File: config.mk
export PLATFORM = sky130hd
export DESIGN_NAME = dpcs_host_if
export DESIGN_NICKNAME = d
export VERILOG_FILES = /design/src/rtl/dpcs_pkg.sv /design/src/rtl/dpcs_decode.sv /design/src/rtl/dpcs_irq.sv /design/src/rtl/dpcs_status.sv /design/src/rtl/dpcs_host_if.sv
export SDC_FILE = /design/constraint.sdc
export NUM_CORES = 1
export LEC_CHECK = 0
export ABC_AREA = 1
export BUFFER_PORTS_ARGS = -buffer_cell sky130_fd_sc_hd__buf_2
export CORE_MARGIN = 4
export CORE_UTILIZATION = 32
export CTS_CLUSTER_SIZE = 12
export DETAILED_ROUTE_END_ITERATION = 7
export GPL_ROUTABILITY_DRIVEN = 0
export GPL_TIMING_DRIVEN = 0
export PLACE_DENSITY_LB_ADDON = 0.08
export SLEW_MARGIN = 0
export SYNTH_ARGS = -nofsm -noshare
export SYNTH_HDL_FRONTEND = slang
export SYNTH_SLANG_ARGS = --single-unit
File: constraint.sdc
create_clock -name clk -period 2.6 [get_ports clk]
set_clock_uncertainty 0.15 [all_clocks]
set_input_delay 0.39 -clock clk [delete_from_list [all_inputs] [get_ports clk]]
set_output_delay 0.39 -clock clk [all_outputs]
set_load 0.01 [all_outputs]
File: src/rtl/dpcs_pkg.sv
package dpcs_pkg;
  localparam int DW = 8;

  typedef enum logic [3:0] {
    OP_NOP      = 4'd0,
    OP_IA_CFG   = 4'd1,
    OP_CONFIG   = 4'd2,
    OP_MC_SET   = 4'd3,
    OP_XMIT     = 4'd4,
    OP_TDR      = 4'd5,
    OP_DUMP     = 4'd6,
    OP_DIAG     = 4'd7,
    OP_RX_ON    = 4'd8,
    OP_XMIT_RAW = 4'd9,
    OP_RX_OFF   = 4'd10,
    OP_RX_STOP  = 4'd11,
    OP_REXMIT   = 4'd12,
    OP_ABORT    = 4'd13,
    OP_RESET    = 4'd14,
    OP_PTR      = 4'd15
  } main_op_e;

  localparam logic [3:0] AUX_TO_MAIN = 4'd1;
  localparam logic [3:0] AUX_INT_OFF = 4'd2;
  localparam logic [3:0] AUX_INT_ON  = 4'd3;
  localparam logic [3:0] AUX_SLEEP   = 4'd8;
  localparam logic [3:0] AUX_RESET   = 4'd14;

  typedef struct packed {
    logic       pulse;
    logic [3:0] op;
    logic       chnl;
    logic       ack;
    logic       swap;
    logic       fix;
    logic       rls;
    logic       load_ptr;
    logic [1:0] pfield;
    logic       int_off;
    logic       int_on;
    logic       sleep;
    logic       soft_rst;
    logic       stop_ld;
  } dec_t;

  function automatic logic [2:0] bank_len(input logic aux, input logic six);
    if (aux)      return 3'd3;
    else if (six) return 3'd6;
    else          return 3'd4;
  endfunction

  function automatic logic [2:0] start_idx(input logic aux, input logic six,
                                           input logic [1:0] f);
    if (aux) return (f == 2'd3) ? 3'd0 : {1'b0, f};
    if (six) begin
      case (f)
        2'd0:    return 3'd0;
        2'd1:    return 3'd1;
        2'd2:    return 3'd3;
        default: return 3'd5;
      endcase
    end
    return {1'b0, f};
  endfunction

  function automatic logic [2:0] next_idx(input logic [2:0] cur,
                                          input logic [2:0] len);
    if (cur >= len - 3'd1) return 3'd0;
    return cur + 3'd1;
  endfunction
endpackage

File: src/rtl/dpcs_decode.sv
module dpcs_decode
  import dpcs_pkg::*;
(
  input  logic          wr_en,
  input  logic [DW-1:0] wr_data,
  input  logic          aux_sel,
  output dec_t          dec
);
  logic [3:0] op;
  logic       ch;
  logic       b7;

  assign op = wr_data[3:0];
  assign ch = wr_data[4];
  assign b7 = wr_data[7];

  always_comb begin
    dec        = '0;
    dec.op     = op;
    dec.chnl   = ch;
    dec.pfield = wr_data[6:5];
    if (wr_en) begin
      if (!aux_sel) begin
        dec.ack      = b7;
        dec.load_ptr = 1'b1;
        if (op == OP_NOP) begin
          dec.swap = ch;
        end else if (op == OP_PTR) begin
          dec.fix = ch;
          dec.rls = !ch;
        end else begin
          dec.pulse    = 1'b1;
          dec.soft_rst = (op == OP_RESET);
        end
      end else if (b7) begin
        dec.stop_ld = 1'b1;
      end else begin
        dec.load_ptr = 1'b1;
        case (op)
          AUX_TO_MAIN: dec.swap     = 1'b1;
          AUX_INT_OFF: dec.int_off  = 1'b1;
          AUX_INT_ON:  dec.int_on   = 1'b1;
          AUX_SLEEP:   dec.sleep    = 1'b1;
          AUX_RESET:   dec.soft_rst = 1'b1;
          default:     ;
        endcase
      end
    end
  end
endmodule

File: src/rtl/dpcs_irq.sv
module dpcs_irq (
  input  logic clk,
  input  logic rst_n,
  input  logic soft_rst,
  input  logic evt,
  input  logic ack,
  input  logic int_off,
  input  logic int_on,
  output logic int_flag,
  output logic int_en,
  output logic irq
);
  always_ff @(posedge clk or negedge rst_n) begin
    if (!rst_n) begin
      int_flag <= 1'b0;
      int_en   <= 1'b1;
    end else if (soft_rst) begin
      int_flag <= 1'b0;
      int_en   <= 1'b1;
    end else begin
      if (evt)      int_flag <= 1'b1;
      else if (ack) int_flag <= 1'b0;
      if (int_off)     int_en <= 1'b0;
      else if (int_on) int_en <= 1'b1;
    end
  end

  assign irq = int_flag & int_en;
endmodule

File: src/rtl/dpcs_status.sv
module dpcs_status
  import dpcs_pkg::*;
#(
  parameter int CNT_W  = 16,
  parameter int STOP_W = 7
) (
  input  logic              clk,
  input  logic              rst_n,
  input  logic              evt_valid,
  input  logic [3:0]        evt_code,
  input  logic              evt_chnl,
  input  logic              evt_rcv,
  input  logic              evt_exec,
  input  logic [DW-1:0]     evt_res1,
  input  logic [DW-1:0]     evt_res2,
  input  logic [CNT_W-1:0]  evt_count,
  input  logic [DW-1:0]     unit_status,
  input  logic              int_flag,
  input  logic              sleep_flag,
  input  logic              hiz_flag,
  input  logic [STOP_W-1:0] stop_val,
  input  logic              throttle_tc,
  input  logic [DW-2:0]     throttle_val,
  input  logic              aux_sel,
  input  logic              six,
  input  logic [2:0]        idx,
  output logic [DW-1:0]     rd_data
);
  localparam int NCB = (CNT_W + DW - 1) / DW;
  localparam int CPW = NCB * DW;

  logic [6:0]     s0_q;
  logic [DW-1:0]  r1_q, r2_q;
  logic [CNT_W-1:0] cnt_q;
  logic [CPW-1:0] cnt_pad;
  logic [DW-1:0]  cnt_b [NCB];
  logic [DW-1:0]  main4 [4];
  logic [DW-1:0]  main6 [6];
  logic [DW-1:0]  auxb  [3];
  logic [DW-1:0]  s3;

  always_ff @(posedge clk or negedge rst_n) begin
    if (!rst_n) begin
      s0_q  <= '0;
      r1_q  <= '0;
      r2_q  <= '0;
      cnt_q <= '0;
    end else if (evt_valid) begin
      s0_q  <= {evt_rcv, evt_exec, evt_chnl, evt_code};
      r1_q  <= evt_res1;
      r2_q  <= evt_res2;
      cnt_q <= evt_count;
    end
  end

  assign cnt_pad = CPW'(cnt_q);
  for (genvar g = 0; g < NCB; g++) begin : g_cnt
    assign cnt_b[g] = cnt_pad[g*DW +: DW];
  end

  assign s3 = {unit_status[7:4], 1'b0, unit_status[2:0]};

  always_comb begin
    main4[0] = {int_flag, s0_q};
    main4[1] = r1_q;
    main4[2] = r2_q;
    main4[3] = s3;
    main6[0] = {int_flag, s0_q};
    main6[1] = r1_q;
    main6[2] = r2_q;
    main6[3] = cnt_b[0];
    main6[4] = (NCB > 1) ? cnt_b[NCB-1] : '0;
    main6[5] = s3;
    auxb[0]  = {2'b00, sleep_flag, 4'b0000, hiz_flag};
    auxb[1]  = DW'(stop_val);
    auxb[2]  = {throttle_tc, throttle_val};
  end

  always_comb begin
    rd_data = '0;
    if (aux_sel) begin
      if (idx < 3'd3) rd_data = auxb[idx[1:0]];
    end else if (six) begin
      if (idx < 3'd6) rd_data = main6[idx];
    end else begin
      rd_data = main4[idx[1:0]];
    end
  end
endmodule

File: src/rtl/dpcs_host_if.sv
module dpcs_host_if
  import dpcs_pkg::*;
#(
  parameter int CNT_W  = 16,
  parameter int STOP_W = 7
) (
  input  logic              clk,
  input  logic              rst_n,
  input  logic              wr_en,
  input  logic [7:0]        wr_data,
  input  logic              rd_en,
  output logic [7:0]        rd_data,
  input  logic              cfg_six_byte,
  output logic              cmd_valid,
  output logic [3:0]        cmd_op,
  output logic              cmd_chnl,
  input  logic              evt_valid,
  input  logic [3:0]        evt_code,
  input  logic              evt_chnl,
  input  logic              evt_rcv,
  input  logic              evt_exec,
  input  logic [7:0]        evt_res1,
  input  logic [7:0]        evt_res2,
  input  logic [CNT_W-1:0]  evt_count,
  input  logic [7:0]        unit_status,
  input  logic              hiz_flag,
  input  logic              throttle_tc,
  input  logic [6:0]        throttle_val,
  output logic              port_sel,
  output logic              irq,
  output logic [STOP_W-1:0] stop_reg,
  output logic              power_down
);
  dec_t       dec;
  logic [2:0] rd_idx;
  logic       ptr_fixed;
  logic       int_flag;
  logic       int_en_q;
  logic       port_nxt;
  logic [2:0] len_now;

  dpcs_decode u_dec (
    .wr_en   (wr_en),
    .wr_data (wr_data),
    .aux_sel (port_sel),
    .dec     (dec)
  );

  dpcs_irq u_irq (
    .clk      (clk),
    .rst_n    (rst_n),
    .soft_rst (dec.soft_rst),
    .evt      (evt_valid),
    .ack      (dec.ack),
    .int_off  (dec.int_off),
    .int_on   (dec.int_on),
    .int_flag (int_flag),
    .int_en   (int_en_q),
    .irq      (irq)
  );

  assign port_nxt = port_sel ^ dec.swap;
  assign len_now  = bank_len(port_sel, cfg_six_byte);

  always_ff @(posedge clk or negedge rst_n) begin
    if (!rst_n) begin
      port_sel   <= 1'b0;
      rd_idx     <= '0;
      ptr_fixed  <= 1'b0;
      stop_reg   <= '0;
      power_down <= 1'b0;
    end else if (dec.soft_rst) begin
      port_sel   <= 1'b0;
      rd_idx     <= '0;
      ptr_fixed  <= 1'b0;
      stop_reg   <= '0;
      power_down <= 1'b0;
    end else begin
      port_sel <= port_nxt;
      if (dec.load_ptr)
        rd_idx <= start_idx(port_nxt, cfg_six_byte, dec.pfield);
      else if (rd_en && !wr_en && !ptr_fixed)
        rd_idx <= next_idx(rd_idx, len_now);
      if (dec.fix)      ptr_fixed <= 1'b1;
      else if (dec.rls) ptr_fixed <= 1'b0;
      if (dec.stop_ld) stop_reg <= wr_data[STOP_W-1:0];
      if (dec.sleep)   power_down <= 1'b1;
    end
  end

  always_ff @(posedge clk or negedge rst_n) begin
    if (!rst_n) begin
      cmd_valid <= 1'b0;
      cmd_op    <= '0;
      cmd_chnl  <= 1'b0;
    end else begin
      cmd_valid <= dec.pulse;
      if (dec.pulse) begin
        cmd_op   <= dec.op;
        cmd_chnl <= dec.chnl;
      end
    end
  end

  dpcs_status #(.CNT_W(CNT_W), .STOP_W(STOP_W)) u_stat (
    .clk          (clk),
    .rst_n        (rst_n),
    .evt_valid    (evt_valid),
    .evt_code     (evt_code),
    .evt_chnl     (evt_chnl),
    .evt_rcv      (evt_rcv),
    .evt_exec     (evt_exec),
    .evt_res1     (evt_res1),
    .evt_res2     (evt_res2),
    .evt_count    (evt_count),
    .unit_status  (unit_status),
    .int_flag     (int_flag),
    .sleep_flag   (power_down),
    .hiz_flag     (hiz_flag),
    .stop_val     (stop_reg),
    .throttle_tc  (throttle_tc),
    .throttle_val (throttle_val),
    .aux_sel      (port_sel),
    .six          (cfg_six_byte),
    .idx          (rd_idx),
    .rd_data      (rd_data)
  );
endmodule

# After elaboration in Yosys (flattened, before gate mapping)
# Cells that the tools add are included.
# classes
addsub	2
n_mul	0
div	0
magnitude_cmp	5
n_eq_ne	9
n_shift	0
muxes	78
n_bitwise	4
n_reduce_logical	13
# op_table
cell	n
$mux 8	10
$mux 1	43
$mux 3	11
$bmux 8 s2	2
$bmux 8 s3	1
$mux 7	2
$eq 4x4->1 const B	3
$reduce_bool 3->1	4
$mux 2	5
$mux 5	2
$pmux 3 s3	1
$eq 4x2->1 const B	2
$eq 2x2->1 const B	2
$eq 4x1->1 const B	1
$ge 4x4->1 const B	1
$logic_not 4->1	1
$mux 4	1
$not 3->4	1
$reduce_bool 2->1	2
$add 3x1->3 const B	1
$ge 3x3->1	1
$ge 3x3->1 const B	1
$logic_not 1->1	3
$lt 3x2->1 const B	1
8 further kinds	9
# word_totals
ff_bits	60
latchBits	0
ramBits	0
rom_bits	0
in_bits	70
out_inout_bits	24
word_cells	125
memories	0

# Depth between registers and ports, before layout
# Gate-level depths: netlist of run 1.
# depth
depth_word	16
ltp_mapped	11
depth_no_buf	10

# Modules after synthesis
# From an unflattened synthesis of run 1, not the netlist that was laid out.
# hier_totals
cells_unflattened	490
hier_area_um2	3612.2
# modules_own_cells
mod	n_inst	cells_per_inst	area_each_um2	seq_area_each_um2
dpcs_status	1	320	2307.2	975.9
dpcs_host_if	1	114	973.4	475.5
dpcs_decode	1	46	241.5	0.0
dpcs_irq	1	10	90.1	51.3

# Worst setup path after synthesis of run 1
# No wires, ideal clock.
# synth_timing
path_type	input to register
from	in cfg_six_byte
to	reg rd_idx[2]
arrival_ns	1.647
setup_slack_ns	0.720
path_stages	10
path_buffers	1
cell_sequence	inv_1 > buf_2 > nor2_1 > ha_1 > a21boi_0 > o21ai_0 > nand3_1 > o21ai_1 > nand2_1 > o21ai_0
# synth_via
elab_chain_len	12
elab_cells_between_ends	19
classes_between	1 x add/sub; 1 x order compare; 17 x mux
# synth_lines
item	line_no	rtl
start: declaration	dpcs_host_if.sv:13	input logic cfg_six_byte,
$mux 2	dpcs_pkg.sv:48	else if (six) return 3'd6;
$mux 3	dpcs_pkg.sv:47	if (aux) return 3'd3;
$sub 3x1->3	dpcs_pkg.sv:68	if (cur >= len - 3'd1) return 3'd0;
$ge 3x3->1	dpcs_pkg.sv:68	
$mux 1	dpcs_pkg.sv:68	
$mux 1	dpcs_host_if.sv:82	else if (rd_en && !wr_en && !ptr_fixed)
$mux 1	dpcs_host_if.sv:80	if (dec.load_ptr)
$mux 1	dpcs_host_if.sv:72	end else if (dec.soft_rst) begin
$mux 3	dpcs_pkg.sv:69	return cur + 3'd1;
$mux 3	dpcs_host_if.sv:82	
$mux 3 (*)	dpcs_host_if.sv:80	
$mux 3 (*)	dpcs_host_if.sv:72	
end signal: assignment	dpcs_host_if.sv:81	rd_idx <= start_idx(port_nxt, cfg_six_byte, dec.pfield);
end signal: assignment	dpcs_host_if.sv:83	rd_idx <= next_idx(rd_idx, len_now);
end: declaration	dpcs_host_if.sv:35	logic [2:0] rd_idx;
# Every way passes the cells marked *; elsewhere a longest branch is shown, timed or not. The select of a mux whose other input is x is not followed.
# A chain may end at the register's enable or synchronous reset.

# Worst setup path after layout of run 1
# layout_timing
from	reg rd_idx[1]
to	out rd_data[6]
# layout_via
elab_chain_len	7
elab_cells_between_ends	17
classes_between	2 x order compare; 13 x mux; 2 x bitwise
# layout_lines
item	line_no	rtl
$not 3->4 (implied by the code)	dpcs_status.sv:84	if (idx < 3'd6) rd_data = main6[idx];
$bmux 8 s3	dpcs_status.sv:84	
$mux 8 (implied by the code) (2 in a row)	dpcs_status.sv:84	
$mux 8	dpcs_status.sv:84	
$mux 8	dpcs_status.sv:83	end else if (six) begin
$mux 8 (*)	dpcs_status.sv:81	if (aux_sel) begin
end: declaration	dpcs_host_if.sv:12	output logic [7:0] rd_data,
# Marked as above.

==> impl_metrics.json, run 1 <==
{
  "drc": 0,
  "power.density_nw_per_um2": 843,
  "ir_worst_vdd_v": 0.000437,
  "cts_tree": "built",
  "p_leak_nw": 2.11,
  "die_h_um": 109,
  "synth_area_leaders": "dfrtp_1 (45%), o21ai_0 (12%), nand2_1 (10%)",
  "ys_types": 33,
  "setup_viol": 0,
  "dr.first_iter.drc_count": 211,
  "grt_remaining_overflow": 0,
  "cts_buffers": 9,
  "initial_core_util": 0.332,
  "fmax_mhz": 403,
  "path_max_fanout": 10,
  "dieArea_um2": 12000,
  "worstMarginPinSlew_ns": 0.777,
  "grt_pass1_wl_um": 16100,
  "fill_cells": 1065,
  "vias_per_cell": 4.89,
  "status": "complete, but fails checks",
  "syn_avg_cell_area_um2": 8.01,
  "rr_worst_depth": 10,
  "finalMaxSlewViolations": 0,
  "period_share": 0.954,
  "grt_pass1_vias": 3191,
  "yosysTopAreaCellShare": 0.448,
  "reg2reg_from": "port_sel",
  "layout_commonest_cell": "buf_2",
  "path_clk_slew_ns": 0.07,
  "grt_start_max_net_pins": 61,
  "first_pass_iters": 5,
  "crit_path_end_kind": "output pin",
  "violations": "hold timing",
  "synth_cells": 411,
  "syn-num-nets": 485,
  "r2r-end": "rd_idx[2]",
  "nNetsFinal": 587,
  "crit_start": "rd_idx[1]",
  "hold_ws_ns": -0.0152,
  "yosysSeqAreaShare": 0.456,
  "fin_setup_tns_ns": 0,
  "gr-usage-all-layers": 0.178,
  "critical_path_class": "flip-flop to output pin",
  "clkLatencyLatePin_ns": 0.33,
  "yosys.area.top_type": "dfrtp_1",
  "antenna_found_initial": 0,
  "cts_buffer_depth": 2,
  "period_needed_ns": 2.48,
  "drv_cap": 0,
  "layout-drive-gt1-share": 0.293,
  "area.growth.synth_to_final_pct": 26.4,
  "num_rows": 36,
  "hold_viol_final": 32,
  "max_slew_margin": 0.482,
  "cts_root_buf": "clkbuf_8",
  "hpwl_um": 7840,
  "core_area_um2": 9910,
  "ant_nets": 0,
  "place.port_buffers": 91,
  "wirelength_um": 10300,
  "required_ns": 2.06,
  "vias": 3183,
  "io_pins": 94,
  "cts_sinks": 60,
  "crit_path_end": "rd_data[6]",
  "largest_register_ffs": 16,
  "rsz0062_at_grt": "no",
  "cp.arrival_ns": 1.94,
  "wl_per_cell_um": 15.9,
  "cts_max_level": 3,
  "die_w_um": 109,
  "ys_warn_count": 0,
  "syn_area_um2": 3290,
  "synth-seq-cells": 60,
  "antenna_cells": 0,
  "layout_common_cells": "buf_2 (100), nand2_1 (90), o21ai_0 (80)",
  "startpoint_type": "flip-flop",
  "hold_class": "input port to asynchronous set/reset pin",
  "r2r_slack_ns": 0.41
}
[layout make-up]
type / count / area [µm²] / share of cell area
Buffer: 19 / 110 / 0.0265
Clock buffer: 11 / 151 / 0.0364
Clock inverter: 5 / 83.8 / 0.0202
Inverter: 57 / 214 / 0.0514
Multi-Input combinational cell: 275 / 1470 / 0.354
Sequential cell: 60 / 1500 / 0.361
Tap cell: 133 / 166 / 0.0400
Timing Repair Buffer: 91 / 458 / 0.110
[report_power, final]
group	internal (mW)	switching, mW	total, mW
Sequential	1.08	0.0940	1.18
Combinational	0.506	0.840	1.35
Clock	0.594	0.393	0.987
Total	2.18	1.33	3.51
[worst max-delay path, cell delays in order (launching register included)]
cell and delay [ns]:
dfrtp_1 0.44, inv_2 0.16, buf_4 0.20, o21ai_0 0.12, a21oi_2 0.17, o21ai_0 0.10
a21o_1 0.17, nand2_1 0.09, buf_2 0.14
[stage by stage]
stage / util / setup WS (ns) / instances / power (mW) / area [µm²]
after floorplan: - / 0.720 / 411 / 2.01 / 3290
after global placement: 0.395 / 0.272 / 635 / 2.51 / 3910
after detailed placement: 0.395 / 0.262 / 635 / 2.52 / 3920
after CTS: 0.419 / 0.0363 / 651 / 3.53 / 4150
after global routing: 0.420 / 0.0185 / 651 / 3.77 / 4160
final: 0.420 / 0.120 / 651 / 3.51 / 4160
[cell usage after synthesis]
master    number
nand2_1       91
o21ai_0       81
dfrtp_1       59
inv_1         53
a21oi_1       17
mux2_2        16
nand3_1       16
nor2_1        15
buf_2         10
a21o_1         7
o211ai_1       7
o22ai_1        5
ha_1           4
inv_2          4
buf_4          3
buf_1          2
buf_6          2
clkbuf_1       2
nor3_1         2
o21ai_1        2
a21boi_0       1
a21oi_2        1
a31oi_1        1
dfstp_2        1
nand2_4        1
nand3_2        1
nand4_1        1
nor2_2         1
nor2_4         1
nor3_4         1
o311ai_0       1
o32ai_1        1
xor2_1         1
[metal layers]
metal  track usage  wire (µm)
met4        0.0472         98
met5             0          0
met2         0.270       4610
met3        0.0388        651
met1         0.256       4970
[logic make-up after synthesis]
logic type / share of synthesized area
simple gates: 0.167
compound gates: 0.206
buf+inv: 0.0984
flops: 0.456
mux: 0.0547
fa+ha+maj: 0.0152
xor+xnor: 0.00266
[what timing repair did]
action                     CTS  global route
hold endpoints to repair     0             0
setup endpoints to repair    0             8
setup buffers                0             0
hold buffers                 0             0
resized for setup            0             5
[worst min path at each step]
stage,startpoint,endpoint,slack [ns],depth (start not counted)
2_1_floorplan,rst_n,cmd_chnl,-0.06,0
3_3_place_gp,cmd_op[0],cmd_op[0],0.32,2
3_5_place_dp,cmd_op[0],cmd_op[0],0.33,2
4_1_cts,rst_n,u_stat.r2_q[4],0.02,1
5_1_grt,rst_n,u_stat.cnt_pad[3],0.04,1
6_report,rst_n,u_stat.r1_q[5],-0.02,1
No activity file was read; power rests on OpenSTA's default activity.
==> run 2: changes to the inputs <==
Settings changed: PLACE_DENSITY set to 0.53, PLACE_DENSITY_LB_ADDON 0.08 to unset.
==> impl_metrics.json, run 2 (synthesized netlist as in run 1, its figures left out) <==
{
  "status": "complete, but fails checks",
  "violations": "hold timing",
  "wirelength_um": 10100,
  "gr-usage-all-layers": 0.175,
  "layout_commonest_cell": "buf_2",
  "cts_buffers": 9,
  "die_w_um": 109,
  "place.port_buffers": 91,
  "vias": 3153,
  "hold_viol_final": 51,
  "place_inst": 635,
  "cts_max_level": 3,
  "ant_nets": 0,
  "setup_viol": 0,
  "crit_start": "rd_idx[1]",
  "cts_buffer_depth": 2,
  "cts_tree": "built",
  "grt_pass1_wl_um": 16000,
  "nNetsFinal": 587,
  "hpwl_um": 7840,
  "clkPwrFrac": 0.285,
  "grt_pass1_vias": 3174,
  "p_switching_mw": 1.29,
  "hold_class": "input port to asynchronous set/reset pin",
  "antenna_found_initial": 0,
  "layout_common_cells": "buf_2 (100), nand2_1 (90), o21ai_0 (81)",
  "grt_remaining_overflow": 0,
  "io_pins": 94,
  "ir_worst_vdd_v": 0.000302,
  "reg2reg_from": "rd_idx[0]",
  "drc": 0,
  "period_share": 0.961,
  "drv_cap": 0,
  "largest_register_ffs": 16,
  "area.growth.synth_to_final_pct": 26.3,
  "r2r_slack_ns": 0.41,
  "wl_per_cell_um": 15.5,
  "fin_setup_tns_ns": 0,
  "clkLatencyLatePin_ns": 0.33,
  "pwr-share-seq": 0.337,
  "cts_root_buf": "clkbuf_8",
  "worstMarginPinSlew_ns": 0.764,
  "pwr-share-comb": 0.378,
  "cp.arrival_ns": 1.96,
  "antenna_cells": 0,
  "switching_share": 0.369,
  "rsz0062_at_grt": "no",
  "grt_start_max_net_pins": 61,
  "internal_power_mw": 2.20,
  "layout-drive-gt1-share": 0.290,
  "core_area_um2": 9910,
  "finalMaxSlewViolations": 0,
  "initial_core_util": 0.332,
  "path_max_fanout": 10,
  "num_rows": 36,
  "fill_cells": 1083,
  "required_ns": 2.06,
  "fmax_mhz": 400,
  "cts_sinks": 60,
  "p_leak_nw": 2.11,
  "period_needed_ns": 2.50,
  "max_slew_margin": 0.491,
  "dieArea_um2": 12000,
  "startpoint_type": "flip-flop",
  "crit_path_end_kind": "output pin",
  "die_h_um": 109,
  "rr_worst_depth": 11,
  "path_clk_slew_ns": 0.07,
  "hold_ws_ns": -0.0263,
  "first_pass_iters": 4,
  "power.density_nw_per_um2": 840,
  "instances_no_fill": 651,
  "dr.first_iter.drc_count": 157,
  "vias_per_cell": 4.84,
  "critical_path_class": "flip-flop to output pin"
}
run 2: changes by cell type in the layout (fill, tap and decap cells not counted), sizes merged:
| cell | previous run | this run |
|---|---|---|
| clkbuf | 13 | 15 |
| clkinv | 1 | 0 |
| clkinvlp | 2 | 1 |
run 2: worst max-delay path, stage by stage, from the launching register on:
cell and delay (ns):
dfrtp_1 0.44, buf_4 0.21, nor2_1 0.39, a21oi_1 0.17, a21o_1 0.21, nand2_1 0.07
buf_2 0.13
run 2: timing repair:
action	4_1_cts	5_1_grt
endpoints found under the hold margin	0	0
buffers inserted	0	0
hold buffers	0	0
gates resized for setup	0	3
setup endpoints to repair	0	5
run 2: layout make-up:
class / instances / area, µm² / area share
well taps: 133 / 166 / 0.0400
flip-flops and latches: 60 / 1500 / 0.361
clock inverters: 3 / 67.6 / 0.0162
inverters: 57 / 214 / 0.0514
clock buffers: 13 / 169 / 0.0406
plain buffers: 19 / 110 / 0.0265
multi-input cells: 275 / 1470 / 0.354
repair buffers: 91 / 458 / 0.110
run 2: routing by layer:
metal  vias to the layer above  wire length (µm)  global-route usage
met3                        14               633              0.0405
met2                        85              4560               0.269
met4                         0               160              0.0534
met1                      1495              4750               0.245
met5                         -                 0                   0
li1                       1559                 -                   -
run 2: power by group through the flow:
stage               clock (mW)  sequential [mW]  combinational (mW)
floorplan                    0             1.20               0.809
global placement             0             1.19                1.30
detailed placement           0             1.19                1.31
CTS                       1.01             1.18                1.31
global route              1.06             1.20                1.49
finish                   0.995             1.18                1.32
run 2: stage by stage:
step                hold WS (ns)  instance area, µm²  power (mW)  setup WS, ns   util
global placement           0.321                3910        2.49         0.282  0.395
detailed placement         0.322                3910        2.50         0.260  0.395
finish                   -0.0263                4160        3.49         0.102  0.420
global route              0.0369                4160        3.75       0.00229  0.420
CTS                       0.0992                4150        3.50        0.0586  0.419
floorplan                -0.0556                3290        2.01         0.720      -
run 2: path summary, 6_finish.rpt:
check | to
worst max-delay path | rd_data[0]
worst min-delay path | u_stat.s0_q[0]
worst max register to register | rd_idx[2]
worst min register to register | cmd_chnl
max in group asynchronous | u_stat.cnt_pad[7]
min in group clk | u_stat.cnt_pad[4]
